`config.mk`:
```
export PLATFORM = sky130hd
export DESIGN_NAME = serial_port_ctrl
export DESIGN_NICKNAME = d
export VERILOG_FILES = /design/src/rtl/serial_port_pkg.sv /design/src/rtl/sp_fifo.sv /design/src/rtl/sp_tx.sv /design/src/rtl/sp_rx.sv /design/src/rtl/serial_port_ctrl.sv
export SDC_FILE = /design/constraint.sdc
export NUM_CORES = 1
export LEC_CHECK = 0
export CAP_MARGIN = 20
export CORE_MARGIN = 2
export CORE_UTILIZATION = 55
export DETAILED_ROUTE_END_ITERATION = 7
export DONT_BUFFER_PORTS = 1
export PLACE_DENSITY = 0.73
export SETUP_SLACK_MARGIN = 0.3
export SYNTH_ARGS = -nofsm -noshare
export SYNTH_HDL_FRONTEND = slang
export SYNTH_SLANG_ARGS = --single-unit
```
`constraint.sdc`:
```
create_clock -name clk -period 3.8 [get_ports clk]
set_input_delay 0.76 -clock clk [delete_from_list [all_inputs] [get_ports clk]]
set_output_delay 0.76 -clock clk [all_outputs]
set_load 0.1 [all_outputs]
```
`src/rtl/serial_port_pkg.sv`:
```
package serial_port_pkg;

    localparam int REG_W = 16;
    localparam int BYTE_W = 8;
    localparam int FRAME_BITS = 10;

    typedef enum logic [1:0] {
        REG_DATA = 2'd0,
        REG_STAT = 2'd1,
        REG_BAUD = 2'd2,
        REG_NONE = 2'd3
    } reg_sel_e;

    typedef enum logic [1:0] {
        RX_IDLE,
        RX_START,
        RX_DATA,
        RX_STOP
    } rx_state_e;

    typedef struct packed {
        logic tx_ready;
        logic pkt_mode;
        logic overflow;
        logic pkt_ready;
        logic rx_ready;
    } status_t;

    function automatic logic [REG_W-1:0] pack_status(status_t s);
        return {{(REG_W - $bits(status_t)){1'b0}}, s};
    endfunction

endpackage

```
`src/rtl/sp_fifo.sv`:
```
module sp_fifo #(
    parameter int W = 8,
    parameter int DEPTH = 8,
    localparam int AW = (DEPTH > 1) ? $clog2(DEPTH) : 1,
    localparam int CW = $clog2(DEPTH + 1)
) (
    input  logic          clk,
    input  logic          rst,
    input  logic          push,
    input  logic [W-1:0]  din,
    input  logic          pop,
    output logic [W-1:0]  dout,
    output logic [CW-1:0] count,
    output logic          full,
    output logic          empty
);
    logic [W-1:0]  mem [DEPTH];
    logic [AW-1:0] wr_ptr, rd_ptr;
    logic          do_push, do_pop;

    assign full    = (count == CW'(DEPTH));
    assign empty   = (count == '0);
    assign do_push = push && !full;
    assign do_pop  = pop && !empty;
    assign dout    = mem[rd_ptr];

    function automatic logic [AW-1:0] next_ptr(logic [AW-1:0] p);
        return (p == AW'(DEPTH - 1)) ? '0 : p + 1'b1;
    endfunction

    always_ff @(posedge clk) begin
        if (rst) begin
            wr_ptr <= '0;
            rd_ptr <= '0;
            count  <= '0;
        end else begin
            if (do_push) begin
                mem[wr_ptr] <= din;
                wr_ptr      <= next_ptr(wr_ptr);
            end
            if (do_pop)
                rd_ptr <= next_ptr(rd_ptr);
            case ({do_push, do_pop})
                2'b10:   count <= count + 1'b1;
                2'b01:   count <= count - 1'b1;
                default: count <= count;
            endcase
        end
    end
endmodule

```
`src/rtl/sp_tx.sv`:
```
module sp_tx
    import serial_port_pkg::*;
#(
    parameter int DIV_W = 13
) (
    input  logic              clk,
    input  logic              rst,
    input  logic [DIV_W-1:0]  div,
    input  logic              fifo_empty,
    input  logic [BYTE_W-1:0] fifo_data,
    output logic              fifo_pop,
    output logic              busy,
    output logic              tx_o
);
    localparam int BN_W = $clog2(FRAME_BITS);

    logic [FRAME_BITS-1:0] shreg;
    logic [BN_W-1:0]       bit_n;
    logic [DIV_W-1:0]      cnt;

    assign fifo_pop = !busy && !fifo_empty;
    assign tx_o     = busy ? shreg[0] : 1'b1;

    always_ff @(posedge clk) begin
        if (rst) begin
            busy  <= 1'b0;
            shreg <= '1;
            bit_n <= '0;
            cnt   <= '0;
        end else if (fifo_pop) begin
            busy  <= 1'b1;
            shreg <= {1'b1, fifo_data, 1'b0};
            bit_n <= '0;
            cnt   <= div;
        end else if (busy) begin
            if (cnt == '0) begin
                if (bit_n == BN_W'(FRAME_BITS - 1)) begin
                    busy <= 1'b0;
                end else begin
                    shreg <= {1'b1, shreg[FRAME_BITS-1:1]};
                    bit_n <= bit_n + 1'b1;
                    cnt   <= div;
                end
            end else begin
                cnt <= cnt - 1'b1;
            end
        end
    end
endmodule

```
`src/rtl/sp_rx.sv`:
```
module sp_rx
    import serial_port_pkg::*;
#(
    parameter int DIV_W = 13
) (
    input  logic              clk,
    input  logic              rst,
    input  logic [DIV_W-1:0]  div,
    input  logic              rx_i,
    output logic              push,
    output logic [BYTE_W-1:0] data
);
    rx_state_e        state;
    logic [DIV_W-1:0] cnt;
    logic [2:0]       bit_n;
    logic             rx_m, rx_s;

    always_ff @(posedge clk) begin
        if (rst) begin
            rx_m  <= 1'b1;
            rx_s  <= 1'b1;
            state <= RX_IDLE;
            cnt   <= '0;
            bit_n <= '0;
            data  <= '0;
            push  <= 1'b0;
        end else begin
            rx_m <= rx_i;
            rx_s <= rx_m;
            push <= 1'b0;
            unique case (state)
                RX_IDLE: begin
                    if (!rx_s) begin
                        state <= RX_START;
                        cnt   <= div >> 1;
                    end
                end
                RX_START: begin
                    if (cnt == '0) begin
                        if (!rx_s) begin
                            state <= RX_DATA;
                            cnt   <= div;
                            bit_n <= '0;
                        end else begin
                            state <= RX_IDLE;
                        end
                    end else begin
                        cnt <= cnt - 1'b1;
                    end
                end
                RX_DATA: begin
                    if (cnt == '0) begin
                        data <= {rx_s, data[BYTE_W-1:1]};
                        cnt  <= div;
                        if (bit_n == 3'd7)
                            state <= RX_STOP;
                        else
                            bit_n <= bit_n + 1'b1;
                    end else begin
                        cnt <= cnt - 1'b1;
                    end
                end
                RX_STOP: begin
                    if (cnt == '0) begin
                        push  <= rx_s;
                        state <= RX_IDLE;
                    end else begin
                        cnt <= cnt - 1'b1;
                    end
                end
                default: state <= RX_IDLE;
            endcase
        end
    end
endmodule

```
`src/rtl/serial_port_ctrl.sv`:
```
module serial_port_ctrl
    import serial_port_pkg::*;
#(
    parameter int TX_DEPTH = 4,
    parameter int RX_DEPTH = 8,
    parameter int DIV_W = 13,
    parameter logic [DIV_W-1:0] DIV_RESET = DIV_W'(23),
    localparam int TXC_W = $clog2(TX_DEPTH + 1),
    localparam int RXC_W = $clog2(RX_DEPTH + 1)
) (
    input  logic             clk,
    input  logic             rst,
    input  logic [1:0]       addr,
    input  logic             wr_en,
    input  logic [REG_W-1:0] wr_data,
    input  logic             rd_en,
    output logic [REG_W-1:0] rd_data,
    input  logic             rx_i,
    output logic             tx_o,
    output logic             rx_irq
);
    reg_sel_e          sel;
    logic [DIV_W-1:0]  div_q;
    logic              pkt_mode_q, ovf_q;
    status_t           stat;
    logic [REG_W-1:0]  rd_mux;

    logic              tx_push, tx_pop, tx_full, tx_empty, tx_busy;
    logic [BYTE_W-1:0] tx_dout;
    logic [TXC_W-1:0]  tx_count;

    logic              rx_push, rx_pop, rx_full, rx_empty;
    logic [BYTE_W-1:0] rx_byte, rx_dout;
    logic [RXC_W-1:0]  rx_count;

    logic              wr_stat, ovf_set;
    logic              unused_wr_bits;

    assign sel     = reg_sel_e'(addr);
    assign wr_stat = wr_en && (sel == REG_STAT);
    assign tx_push = wr_en && (sel == REG_DATA);
    assign rx_pop  = rd_en && (sel == REG_DATA);
    assign ovf_set = rx_push && rx_full;
    assign unused_wr_bits = ^{wr_data[REG_W-1:DIV_W], wr_data[4], wr_data[1:0]};

    sp_fifo #(.W(BYTE_W), .DEPTH(TX_DEPTH)) u_tx_fifo (
        .clk(clk), .rst(rst), .push(tx_push), .din(wr_data[BYTE_W-1:0]),
        .pop(tx_pop), .dout(tx_dout), .count(tx_count),
        .full(tx_full), .empty(tx_empty)
    );

    sp_tx #(.DIV_W(DIV_W)) u_tx (
        .clk(clk), .rst(rst), .div(div_q), .fifo_empty(tx_empty),
        .fifo_data(tx_dout), .fifo_pop(tx_pop), .busy(tx_busy), .tx_o(tx_o)
    );

    sp_rx #(.DIV_W(DIV_W)) u_rx (
        .clk(clk), .rst(rst), .div(div_q), .rx_i(rx_i),
        .push(rx_push), .data(rx_byte)
    );

    sp_fifo #(.W(BYTE_W), .DEPTH(RX_DEPTH)) u_rx_fifo (
        .clk(clk), .rst(rst), .push(rx_push), .din(rx_byte),
        .pop(rx_pop), .dout(rx_dout), .count(rx_count),
        .full(rx_full), .empty(rx_empty)
    );

    always_comb begin
        stat.tx_ready  = !tx_full;
        stat.pkt_mode  = pkt_mode_q;
        stat.overflow  = ovf_q;
        stat.pkt_ready = rx_full;
        stat.rx_ready  = !rx_empty;
    end

    assign rx_irq = pkt_mode_q ? stat.pkt_ready : stat.rx_ready;

    always_comb begin
        unique case (sel)
            REG_DATA: rd_mux = rx_empty ? '0 : {{(REG_W-BYTE_W){1'b0}}, rx_dout};
            REG_STAT: rd_mux = pack_status(stat);
            REG_BAUD: rd_mux = {{(REG_W-DIV_W){1'b0}}, div_q};
            default:  rd_mux = '0;
        endcase
    end

    always_ff @(posedge clk) begin
        if (rst) begin
            div_q      <= DIV_RESET;
            pkt_mode_q <= 1'b0;
            ovf_q      <= 1'b0;
            rd_data    <= '0;
        end else begin
            if (wr_en && (sel == REG_BAUD))
                div_q <= wr_data[DIV_W-1:0];
            if (wr_stat)
                pkt_mode_q <= wr_data[3];
            if (ovf_set)
                ovf_q <= 1'b1;
            else if (wr_stat && wr_data[2])
                ovf_q <= 1'b0;
            if (rd_en)
                rd_data <= rd_mux;
        end
    end
endmodule

```
After elaboration in Yosys (flattened, before gate mapping)
Memories as Yosys holds them, arrays and structs flattened. A register that Yosys moved wholly into a read port is not among the register bits.
Cells that the tools add are included.
{"block": "op_classes", "add_sub_neg": 12, "n_eq_ne": 28, "muxes": 52, "bitwise": 3, "n_reduce_logical": 37}
{"cell": "13-bit two-way mux", "n": 9}
{"cell": "13-bit one-hot mux with 4 select lines", "n": 1}
{"cell": "13-bit one-hot mux with 3 select lines", "n": 1}
{"cell": "9-bit two-way mux", "n": 4}
{"cell": "13-bit logical NOT", "n": 2}
{"cell": "13-bit by 1-bit subtractor with 13-bit output, second input constant", "n": 2}
{"cell": "3-bit two-way mux", "n": 8}
{"cell": "2-bit two-way mux", "n": 10}
{"cell": "2-bit equality test, second input constant", "n": 7}
{"cell": "1-bit two-way mux", "n": 14}
{"cell": "3-bit by 1-bit adder with 3-bit output, second input constant", "n": 4}
{"cell": "3-bit equality test, second input constant", "n": 4}
{"cell": "3-bit one-hot mux with 2 select lines", "n": 2}
{"cell": "2-bit nonzero test", "n": 6}
{"cell": "1-bit logical AND", "n": 11}
{"cell": "2-bit inequality test, second input constant", "n": 5}
{"cell": "5-bit AND reduction", "n": 2}
{"cell": "3-bit AND reduction", "n": 3}
{"cell": "4-bit by 1-bit adder with 4-bit output, second input constant", "n": 2}
{"cell": "2-bit by 1-bit equality test with 1-bit output, second input constant", "n": 4}
{"cell": "4-bit equality test, second input constant", "n": 2}
{"cell": "8-bit two-way mux", "n": 1}
{"cell": "2-bit by 1-bit inequality test with 1-bit output, second input constant", "n": 4}
{"cell": "2-bit one-hot mux with 4 select lines", "n": 1}
{"cell": "other kinds (13)", "n": 23}
{"block": "totals", "register_bits": 104, "mem_bits_rw": 96, "input_bits": 23, "out_inout_bits": 18, "wordCells": 155, "n_memories": 2}
{"name": "u_rx_fifo.mem", "words": 8, "word_bits": 8, "read_ports": 1, "rd_ports_with_merged_regs": 1, "wr": 1, "line": "sp_fifo.sv:17", "source": "logic [W-1:0] mem [DEPTH];"}
{"name": "u_tx_fifo.mem", "words": 4, "word_bits": 8, "read_ports": 1, "rd_ports_with_merged_regs": 1, "wr": 1, "line": "sp_fifo.sv:17"}

Depth between registers and ports, before layout
Gate-level depths: netlist of run 1.
{"block": "logic_depth", "depth_word": 6, "mapped_depth": 11, "mapped_depth_nobuf": 11}

Cells and area by module
A second synthesis of run 1 with hierarchy kept.
{"block": "hier_totals", "cells_unflattened": 810, "hier_area_um2": 9323.9}
{"module": "sp_fifo (u_rx_fifo)", "n_inst": 1, "cells_each": 175, "area_each_um2": 3133.0, "seq_area_each_um2": 2182.1}
{"module": "sp_rx", "n_inst": 1, "cells_each": 201, "area_each_um2": 1781.7, "seq_area_each_um2": 580.6}
{"module": "sp_fifo (u_tx_fifo)", "n_inst": 1, "cells_each": 96, "area_each_um2": 1641.6, "seq_area_each_um2": 1141.1}
{"module": "sp_tx", "n_inst": 1, "cells_each": 194, "area_each_um2": 1559.0, "seq_area_each_um2": 540.5}
{"module": "serial_port_ctrl", "n_inst": 1, "cells_each": 144, "area_each_um2": 1208.7, "seq_area_each_um2": 560.5}

Worst setup path before layout of run 1
No wires, ideal clock.
{"block": "synth_path", "path_kind": "input to register", "startpoint": "in addr[1]", "endpoint": "reg u_rx_fifo.count[3]", "setup_time_ns": 0.070, "t_arrival_ns": 2.988, "required_ns": 3.730, "setup_slack_ns": 0.742, "cell_stages": 11, "path_buffers": 1, "path_cell_list": "clkbuf_1 > nor3_1 > nand2_1 > inv_1 > ha_1 > ha_1 > a21o_1 > a21oi_1 > xnor2_1 > or3_1 > a21oi_1"}
{"block": "synth_between", "elab_chain_len": 5, "elab_cells_between_ends": 7, "cone_classes": "2 x eq/ne; 1 x mux; 4 x reduce/logical"}
{"item": "start: declaration", "line": "serial_port_ctrl.sv:13", "source": "input logic [1:0] addr,"}
{"item": "2-bit logical NOT *", "line": "serial_port_ctrl.sv:42", "source": "assign rx_pop = rd_en && (sel == REG_DATA);"}
{"item": "1-bit logical AND *", "line": "serial_port_ctrl.sv:42"}
{"item": "1-bit logical AND *", "line": "sp_fifo.sv:24", "source": "assign do_pop = pop && !empty;"}
{"item": "2-bit by 1-bit equality test with 1-bit output / 2-bit equality test (equally long branches)", "line": "sp_fifo.sv:43", "source": "case ({do_push, do_pop})"}
{"item": "4-bit one-hot mux with 2 select lines / 2-bit nonzero test (equally long branches)"}
{"item": "end signal: assignment", "line": "sp_fifo.sv:44", "source": "2'b10: count <= count + 1'b1;"}
{"item": "end signal: assignment", "line": "sp_fifo.sv:45", "source": "2'b01: count <= count - 1'b1;"}
{"item": "end signal: assignment", "line": "sp_fifo.sv:46", "source": "default: count <= count;"}
{"item": "end: declaration", "line": "sp_fifo.sv:13", "source": "output logic [CW-1:0] count,"}
Every way passes the cells marked *; elsewhere a longest branch is shown, timed or not.
A chain may end at the register's enable or synchronous reset.

Worst setup path in the final report of run 1
{"block": "layout_path", "startpoint": "reg u_rx_fifo.count[3]", "endpoint": "reg u_rx_fifo.count[3]"}
{"block": "layout_between", "elab_chain_len": 5, "elab_cells_between_ends": 12, "cone_classes": "2 x add/sub; 3 x eq/ne; 1 x mux; 6 x reduce/logical"}
{"item": "4-bit equality test / 4-bit logical NOT (equally long branches)", "line": "sp_fifo.sv:21, sp_fifo.sv:22"}
{"item": "1-bit logical NOT, on equally long branches", "line": "sp_fifo.sv:23, sp_fifo.sv:24"}
{"item": "1-bit logical AND, on equally long branches", "line": "sp_fifo.sv:23, sp_fifo.sv:24"}
{"item": "2-bit by 1-bit equality test with 1-bit output / 2-bit equality test (equally long branches)", "line": "sp_fifo.sv:43"}
{"item": "4-bit one-hot mux with 2 select lines / 2-bit nonzero test (equally long branches)"}
Several ways; a longest one is shown, not always the timed one.

==> impl_metrics.json, run 1 <==
{
  "reg2reg_setup_slack_ns": 0.82,
  "n_antenna_cell": 0,
  "holdPathStages": 1,
  "drt-total-wl_mm": 20.1,
  "r2r_cells": 12,
  "portBuffers": 0,
  "die_w_um": 133,
  "startpoint": "u_rx_fifo.count[3]$_SDFFE_PP0P_",
  "clk_pin_slew_ns": 0.06,
  "synth_edf_count": 96,
  "die-area_mm2": 0.0177,
  "synth_largest_area_cell": "edfxtp_1",
  "outcome": "completed",
  "dp_hpwl_mm": 13.5,
  "dr.pass1.iters": 5,
  "ys_seq_area_share_pct": 54.8,
  "grt_pass1_vias": 6360,
  "vias_per_cell": 6.17,
  "arrival_ns": 3.40,
  "cts-resized-gates": 0,
  "drt_iter0_drc": 399,
  "ant_nets": 0,
  "insertion_delay_ns": 0.49,
  "synthArstFlopShare_pct": 0,
  "dp_slack_ns": 0.815,
  "vias": 6398,
  "crit_type": "reg -> reg",
  "drv_cap": 0,
  "cts_sinks": 202,
  "fp.dieH_um": 133,
  "cts_tree": "done",
  "postCtsSetupRepairBufs": 0,
  "cts_buffer_depth": 3,
  "grt_pass1_wl_mm": 32.5,
  "worst_slew_pin_slew_ns": 1.07,
  "ioPinCount": 41,
  "core_area_mm2": 0.0164,
  "synth.distinct_cells": 71,
  "gp_congestion": 0.865,
  "grt_start_max_net_pins": 89,
  "grt_antenna_before_repair": 0,
  "maxSlewHeadroom_pct": 28.8,
  "hold_viol_final": 0,
  "avgSynthCellArea_um2": 11.1,
  "final_common_cell": "dfxtp_1",
  "ctsHoldBuffers": 0,
  "fin_area_mm2": 0.00995,
  "setup_viol": 0,
  "synth.area.top_cells": "edfxtp_1, dfxtp_1, mux4_2",
  "hold_path_class": "in -> reg",
  "max_freq_mhz": 335,
  "powerDensity_mw_per_mm2": 744,
  "critPathCapture": "u_rx_fifo.count[3]$_SDFFE_PP0P_",
  "cts_made_buffers": 21,
  "fillers": 1297,
  "drc_errors": 0,
  "peakVddDrop_v": 0.000387,
  "synth_top_area_share_pct": 31.6,
  "syn_area_mm2": 0.00913,
  "period_share_pct": 78.5,
  "drive_above_1_share_pct": 11.5,
  "synth-seq-cells": 202,
  "rsz0062_at_grt": "false",
  "start_kind": "flop",
  "grt_usage_pct": 22.8,
  "wl_per_cell_um": 19.4,
  "end_kind": "flop",
  "synth_cells": 824,
  "area_delta_synth_final_pct": 8.96,
  "dpl_cell_area_mm2": 0.00926,
  "fin_skew_ns": 0.0140,
  "tns_ns": 0,
  "start_util_pct": 55.7,
  "setup_slack_ns": 0.818,
  "fin_crit_ns": 2.98,
  "rr_endpoint": "u_rx_fifo.count[3]$_SDFFE_PP0P_",
  "cts-root-buf": "clkbuf_16",
  "synth-warning-count": 0,
  "p_leak_uw": 0.00340,
  "min_from": "rst",
  "nNetsFinal": 853,
  "cts.htree.levels": 1,
  "core.rowCount": 47,
  "overflow": 0,
  "most-common-layout-cells": "dfxtp_1, edfxtp_1, nand2_1",
  "synth_ff_type": "dfxtp_1",
  "required_ns": 4.22,
  "path_max_fanout": 9,
  "r2r_start": "u_rx_fifo.count[3]$_SDFFE_PP0P_",
  "drv_slew": 0
}
==> cells by family (layout without fill, tap and decap cells) <==
| logic type | count (synthesis) | in the layout | share of synthesized area, % |
|---|---|---|---|
| other cells | 1 | 3 | 0.0411 |
| fa+ha+maj | 27 | 27 | 3.86 |
| compound gates | 183 | 183 | 13.4 |
| buf+inv | 86 | 77 | 3.89 |
| flops | 202 | 202 | 54.8 |
| simple gates | 257 | 257 | 14.3 |
| xor+xnor | 15 | 15 | 1.44 |
| mux | 53 | 53 | 8.33 |
==> synthesized netlist by cell type, types with 3 or more instances <==
library cell and number:
o211ai_1 13, nand2_1 77, xnor2_1 5, nand4b_1 3, a221oi_1 9, buf_1 7, and2_1 6, o41ai_1 9
a21oi_1 67, xor2_1 10, a22oi_1 5, a211oi_1 4, mux2_2 14, a32oi_1 4, nor2_1 48, mux2i_1 22
or4_1 5, or3_1 9, a211o_1 6, buf_2 8, buf_4 4, o31ai_1 3, nand3_1 35, mux4_2 17
edfxtp_1 96, nor3b_1 4, or2_2 7, a21o_1 3, dfxtp_1 106, nor4_1 5, o21ai_0 31, nor3_1 23
clkbuf_1 38, nand4_1 3, inv_1 27, nor2b_1 10, a31oi_1 6, nand2b_1 10, ha_1 25
==> cell type report <==
cell class / count / area (um2) / share of cell area (%)
inverters: 28 / 105 / 1.06
multi-input cells: 538 / 3780 / 38.0
well taps: 220 / 275 / 2.77
repair buffers: 12 / 90.1 / 0.905
clock inverters: 13 / 145 / 1.46
flip-flops and latches: 202 / 5000 / 50.3
clock buffers: 24 / 547 / 5.49
==> registers in the layout, summed over array words and instances, names as in the netlist, 2 cells and up, named ones only <==
register,count
u_rx_fifo.mem,64
u_tx_fifo.rd_ptr,2
u_rx_fifo.rd_ptr,3
u_rx_fifo.count,4
u_rx.cnt,13
u_tx.shreg,9
div_q,13
u_tx_fifo.count,3
u_rx.bit_n,3
u_tx.cnt,13
rd_data,13
u_rx.data,8
u_tx_fifo.wr_ptr,2
u_rx_fifo.wr_ptr,3
u_tx.bit_n,4
u_tx_fifo.mem,32
==> worst max-delay path, stage by stage, from the launching register on <==
cell     delay, ns
dfxtp_1       0.35
nor4_1        0.60
nor3_1        0.12
buf_4         0.20
nand2_1       0.14
inv_1         0.07
ha_1          0.22
ha_1          0.30
a21o_1        0.17
a21oi_1       0.17
xnor2_1       0.11
or3_1         0.31
a21oi_1       0.14
==> routing by layer <==
metal	up-vias	track usage, %	share of wire (%)
li1	2999	-	-
met4	0	8.66	3.5
met2	214	40.1	50
met5	-	0	0
met3	60	3.60	5.4
met1	3125	28.5	41
==> how the worst min path moves through the flow <==
stage	to	slack [ns]
6_report	rd_data[10]$_SDFFE_PP0P_	0.34
2_1_floorplan	u_rx.rx_s$_SDFF_PP1_	0.39
3_5_place_dp	u_rx.rx_s$_SDFF_PP1_	0.40
3_3_place_gp	u_rx.rx_s$_SDFF_PP1_	0.39
4_1_cts	rd_data[10]$_SDFFE_PP0P_	0.32
5_1_grt	rd_data[10]$_SDFFE_PP0P_	0.33
==> where the power goes <==
| group | leakage [uW] | total [uW] | switching [uW] | internal, uW |
|---|---|---|---|---|
| Clock | 0.000335 | 2050 | 810 | 1240 |
| Sequential | 0.00174 | 2740 | 262 | 2480 |
| Combinational | 0.00132 | 2610 | 1640 | 974 |
==> metrics by stage <==
stage / instances / hold WS (ns) / utilization [%] / total power (uW)
final: 1037 / 0.337 / 60.7 / 7400
after global routing: 1037 / 0.335 / 60.7 / 7810
after CTS: 1037 / 0.316 / 60.7 / 7400
after detailed placement: 1000 / 0.396 / 56.4 / 5340
after global placement: 1000 / 0.391 / 56.4 / 5190
after floorplan: 826 / 0.389 / - / 4850
Note: power is estimated with default switching activity, not from simulation.
==> run 2: changes to the inputs <==
clock period = 3 ns   (was 3.8 ns; I/O delays follow)
==> run 2 against run 1 <==
Effect of this change:
- flip-flop and latch count stayed put
- non-clock buffer count is 8 higher
- highest routed layer unchanged
- critical path type unchanged
- wire length grew 1.9%
- critical endpoint unchanged
- power increased by 32%
==> impl_metrics.json, run 2 (synthesis results as in run 1) <==
{
  "multi_input_area_mm2": 0.00381,
  "crit_chain": "nor4_2, buf_4, nor3_2, nand2_2, inv_1, ha_1, ha_1, a21o_1, a21oi_1, xnor2_1, or3_1, a21oi_1",
  "drt-total-wl_mm": 20.5,
  "cts_made_buffers": 22,
  "n_antenna_cell": 0,
  "dr.pass1.iters": 5,
  "cts_tree": "done",
  "peakVddDrop_v": 0.000579,
  "vias_per_cell": 6.23,
  "holdWs_ns": 0.180,
  "critPathBufInv": 2,
  "rsz0062_at_grt": "true",
  "path_delay_family": "simple AND/OR/NAND/NOR gates",
  "path_max_fanout": 5,
  "outcome": "completed",
  "cts_buffer_depth": 3,
  "clk_pin_slew_ns": 0.06,
  "ant_nets": 0,
  "slowest_stage": "dfxtp_1",
  "fp.dieH_um": 133,
  "worst_path_largest_cell_delay_ns": 0.36,
  "drc_errors": 0,
  "die_w_um": 133,
  "dp_slack_ns": 0.346,
  "grt_start_max_net_pins": 89,
  "top_regs": "u_rx_fifo.mem: 64 flops, u_tx_fifo.mem: 32 flops",
  "area_delta_synth_final_pct": 11.0,
  "grt_pass1_wl_mm": 33.1,
  "start_util_pct": 55.7,
  "cts_sinks": 202,
  "drt_iter0_drc": 557,
  "arrival_ns": 2.98,
  "grt_usage_pct": 23.4,
  "most-common-layout-cells": "dfxtp_1, edfxtp_1, nand2_1",
  "period_share_pct": 85.1,
  "largest_reg_flops": 64,
  "worst_slew_pin_slew_ns": 1.04,
  "top_layer_used": "met4",
  "regMostFlops": "u_rx_fifo.mem",
  "final_common_cell": "dfxtp_1",
  "cts.htree.levels": 1,
  "core_area_mm2": 0.0164,
  "wl_per_cell_um": 19.6,
  "nNetsFinal": 862,
  "p_leak_uw": 0.00349,
  "vias": 6526,
  "ioPinCount": 41,
  "insertion_delay_ns": 0.51,
  "grt_pass1_vias": 6431,
  "fin_area_mm2": 0.0101,
  "dp_hpwl_mm": 13.6,
  "fillers": 1223,
  "maxSlewHeadroom_pct": 30.8,
  "required_ns": 3.43,
  "crit_type": "reg -> reg",
  "fin_skew_ns": 0.0163,
  "cts-root-buf": "clkbuf_16",
  "fin_crit_ns": 2.55,
  "max_freq_mhz": 392,
  "dpl_cell_area_mm2": 0.00933,
  "hold_viol_final": 0,
  "seq_area_mm2": 0.00500,
  "routed-wl-met3_um": 963,
  "overflow": 0,
  "tns_ns": 0,
  "powerDensity_mw_per_mm2": 964,
  "drive_above_1_share_pct": 13.3,
  "setup_viol": 0,
  "drv_cap": 0,
  "start_kind": "flop",
  "setup_slack_ns": 0.448,
  "end_kind": "flop",
  "grt_antenna_before_repair": 0,
  "drv_slew": 0,
  "die-area_mm2": 0.0177,
  "met1_length_mm": 8.56,
  "gp_congestion": 0.811,
  "wl_met2_mm": 10.2,
  "hold_path_class": "in -> reg",
  "portBuffers": 0,
  "core.rowCount": 47
}
## run 2: changes by cell type in the layout (fill, tap and decap cells not counted), moves of 2 or more
cell / before / now
clkinv_2: 4 / 2
buf_4: 12 / 20
bufinv_16: 3 / 5
nor3_1: 23 / 21
clkbuf_16: 21 / 23
nor3_2: 1 / 3
clkbuf_1: 2 / 4
clkinv_1: 4 / 2
## run 2: layer usage
metal,vias up,track usage (%)
met5,-,0
met4,0,9.86
met3,54,3.33
met2,216,40.3
met1,3229,29.6
li1,3027,-
## run 2: path summary, 6_finish.rpt
| kind | start | to | slack, ns | depth (start not counted) |
|---|---|---|---|---|
| worst max-delay path | u_rx_fifo.count[2]$_SDFFE_PP0P_ | u_rx_fifo.count[3]$_SDFFE_PP0P_ | 0.45 | 12 |
| worst min-delay path | rst | div_q[10]$_SDFFE_PP0P_ | 0.18 | 1 |
| worst max register to register | u_rx_fifo.count[2]$_SDFFE_PP0P_ | u_rx_fifo.count[3]$_SDFFE_PP0P_ | 0.45 | 12 |
| worst min register to register | u_rx.rx_m$_SDFF_PP1_ | u_rx.rx_s$_SDFF_PP1_ | 0.43 | 1 |
## run 2: layout make-up
type / instances / area share, %
Multi-Input combinational cell: 538 / 37.5
Timing Repair Buffer: 20 / 1.48
Sequential cell: 202 / 49.3
Inverter: 28 / 1.04
Clock inverter: 12 / 1.92
Tap cell: 220 / 2.71
Clock buffer: 28 / 5.96
## run 2: report_power, final
| group | switching, uW | internal, uW |
|---|---|---|
| clock | 1080 | 1860 |
| sequential | 340 | 3140 |
| combinational | 2080 | 1280 |
## run 2: stage by stage
stage,utilization (%),power [uW],cells
global route,61.8,10300,1048
floorplan,-,6150,826
CTS,61.7,9760,1048
global placement,56.8,6640,1008
finish,61.8,9780,1048
detailed placement,56.8,6810,1008
## run 2: worst register-to-register path: stages (launching register included)
cell and delay [ns]:
dfxtp_1 0.36, nor4_2 0.32, buf_4 0.18, nor3_2 0.05, nand2_2 0.10, inv_1 0.05
ha_1 0.21, ha_1 0.29, a21o_1 0.19, a21oi_1 0.17, xnor2_1 0.11, or3_1 0.31
a21oi_1 0.15
## run 2: timing repair
item	4_1_cts	5_1_grt
gates resized for setup	0	4
setup endpoints to repair	0	5
hold buffers	0	0
buffers inserted	0	0
hold endpoints to repair	0	0
==> run 3: changes to the inputs <==
PLACE_DENSITY = 0.76   (was 0.73)
clock period = 2.1 ns   (was 3 ns; I/O delays follow)
==> run 3 against run 2 <==
Effect of this change:
- the run now ends with hold timing, setup timing left
- clock-buffer cell count grew 5
- first-iteration DRC count grew 25%
- sequential power grew 40%
- critical path depth shrank 1
- combinational power grew to 3.0 times the previous value
- maximum frequency grew 11%
- critical path type unchanged
- largest cell class unchanged
==> impl_metrics.json, run 3 (synthesis results as in run 1) <==
{
  "required_ns": 2.53,
  "insertion_delay_ns": 0.51,
  "drv_cap": 0,
  "core_area_mm2": 0.0164,
  "cts.htree.levels": 1,
  "r2r_start": "u_rx.cnt[1]$_SDFFE_PP0P_",
  "vias_per_cell": 6.48,
  "p_int_uw": 11500,
  "seqPwrFrac_pct": 26.1,
  "core.rowCount": 47,
  "fin_crit_ns": 2.30,
  "clk_pin_slew_ns": 0.06,
  "stdcell_count": 1195,
  "grt_pass1_vias": 7555,
  "p_switching_uw": 7110,
  "vias": 7748,
  "hold_path_class": "in -> reg",
  "fin_skew_ns": 0.0164,
  "worst_path_most_repeated_cell": "buf_4",
  "dp_hpwl_mm": 14.9,
  "setup_viol": 52,
  "dr.pass1.iters": 6,
  "holdPathStages": 1,
  "grt_antenna_before_repair": 0,
  "tns_ns": -3.88,
  "setup_slack_ns": -0.197,
  "crit_chain": "inv_2, ha_4, or4b_4, buf_8, nor3_4, buf_4, buf_4, buf_4, nand3_1, o21ai_0, o2bb2ai_1",
  "overflow": 0,
  "grt_usage_pct": 28.8,
  "r2r_cells": 11,
  "fp.dieH_um": 133,
  "n_antenna_cell": 0,
  "pwr-share-clk_pct": 20.4,
  "cts_made_buffers": 22,
  "min_from": "rst",
  "die-area_mm2": 0.0177,
  "portBuffers": 0,
  "regMostFlops": "u_rx_fifo.mem",
  "period_share_pct": 109,
  "cts-root-buf": "clkbuf_16",
  "outcome": "finished, violations left",
  "max_freq_mhz": 435,
  "ant_nets": 0,
  "violations": "hold timing, setup timing",
  "start_util_pct": 55.7,
  "worst_slew_pin_slew_ns": 0.576,
  "maxSlewHeadroom_pct": 61.6,
  "cts_tree": "done",
  "p_leak_uw": 0.00455,
  "switching_share_pct": 38.2,
  "slowest_stage": "or4b_4",
  "end_kind": "flop",
  "grt_pass1_wl_mm": 40.2,
  "drv_slew": 0,
  "largest_reg_flops": 64,
  "reg2reg_setup_slack_ns": -0.20,
  "nNetsFinal": 1009,
  "drt_iter0_drc": 694,
  "drc_errors": 0,
  "gp_congestion": 0.875,
  "holdPathEnd": "u_rx.data[4]$_SDFFE_PP0P_",
  "ioPinCount": 41,
  "hold_viol_final": 1,
  "rr_endpoint": "u_rx.cnt[9]$_SDFFE_PP0P_",
  "holdWs_ns": -0.00773,
  "start_kind": "flop",
  "final_common_cell": "edfxtp_1",
  "drt-total-wl_mm": 28.4,
  "combPwrFrac_pct": 53.5,
  "wl_per_cell_um": 23.8,
  "grt_start_max_net_pins": 89,
  "die_w_um": 133,
  "most-common-layout-cells": "edfxtp_1, buf_4, dfxtp_1",
  "drive_above_1_share_pct": 40.9,
  "cts_sinks": 202,
  "top_regs": "u_rx_fifo.mem: 64 flops, u_tx_fifo.mem: 32 flops",
  "rsz0062_at_grt": "true",
  "finalPower_uw": 18600,
  "dp.cells": 1074,
  "worst_path_largest_cell_delay_ns": 0.50,
  "area_delta_synth_final_pct": 37.4,
  "peakVddDrop_v": 0.00103,
  "arrival_ns": 2.73,
  "fillers": 878,
  "path_max_fanout": 5,
  "cts_buffer_depth": 3,
  "powerDensity_mw_per_mm2": 1490,
  "crit_type": "reg -> reg"
}
run 3: cell types whose count changed in the layout (fill, tap and decap cells not counted), moves of 15 or more:
cell	before	now
a21oi_1	66	45
buf_6	0	51
nand2_1	76	61
dfxtp_1	106	88
a21oi_2	1	20
buf_4	20	89
run 3: power groups by stage:
stage | sequential [uW] | combinational (uW) | clock (uW)
detailed placement | 4870 | 6280 | 0
floorplan | 4880 | 4720 | 0
global route | 4890 | 10500 | 3970
CTS | 4820 | 8430 | 3800
finish | 4870 | 9960 | 3810
global placement | 4840 | 5980 | 0
run 3: cell type report:
| cell class | instances | area [um2] | area share [%] |
|---|---|---|---|
| inverter | 28 | 115 | 0.917 |
| sequential | 202 | 5040 | 40.2 |
| multi-input combinational | 539 | 4690 | 37.4 |
| tap | 220 | 275 | 2.19 |
| clock inverter | 7 | 62.6 | 0.499 |
| clock buffer | 33 | 643 | 5.13 |
| timing repair buffer | 166 | 1720 | 13.7 |
run 3: how the worst max path moves through the flow:
stage	from	end	slack, ns	cells past startpoint
finish	u_rx.cnt[1]$_SDFFE_PP0P_	u_rx.cnt[9]$_SDFFE_PP0P_	-0.20	11
global route	u_rx.cnt[1]$_SDFFE_PP0P_	u_rx.cnt[9]$_SDFFE_PP0P_	-0.24	11
CTS	u_rx.cnt[1]$_SDFFE_PP0P_	u_rx.bit_n[2]$_SDFFE_PP0P_	-0.07	9
detailed placement	u_rx.cnt[0]$_SDFFE_PP0P_	u_rx.bit_n[2]$_SDFFE_PP0P_	-0.13	8
global placement	u_rx.cnt[1]$_SDFFE_PP0P_	u_rx.cnt[10]$_SDFFE_PP0P_	-0.08	9
floorplan	addr[1]	u_rx_fifo.count[3]$_SDFFE_PP0P_	-0.12	11
run 3: repair_timing:
item	4_1_cts	5_1_grt
setup buffers	47	22
endpoints found under the setup margin	132	146
hold buffers	3	1
cloned	7	1
pin swaps	62	42
hold endpoints to repair	27	21
gates resized for setup	137	79
run 3: worst max-delay path, delay by kind of cell (launching register included):
family | cells | cell delay, ns
buffers and inverters | 5 | 0.61
AOI/OAI and AO/OA | 2 | 0.30
and+or+nand+nor | 3 | 0.86
adders and majority gates | 1 | 0.13
DFF | 1 | 0.33
run 3: layer usage:
layer | wire (um) | GRT usage (%) | vias to the layer above
met5 | 0 | 0 | -
met4 | 1870 | 12.2 | 0
met3 | 1830 | 4.18 | 167
met2 | 14400 | 51.4 | 462
met1 | 10200 | 34.9 | 3782
li1 | - | - | 3337
run 3: through the flow:
| stage | util [%] | hold WS (ns) | setup slack [ns] | area (um2) |
|---|---|---|---|---|
| after floorplan | - | 0.389 | -0.117 | 9560 |
| after global placement | 62.1 | 0.391 | -0.0758 | 10200 |
| after detailed placement | 62.1 | 0.394 | -0.128 | 10200 |
| after CTS | 73.1 | -0.0307 | -0.0720 | 12000 |
| after global routing | 76.5 | -0.0229 | -0.241 | 12500 |
| final | 76.5 | -0.00773 | -0.197 | 12500 |
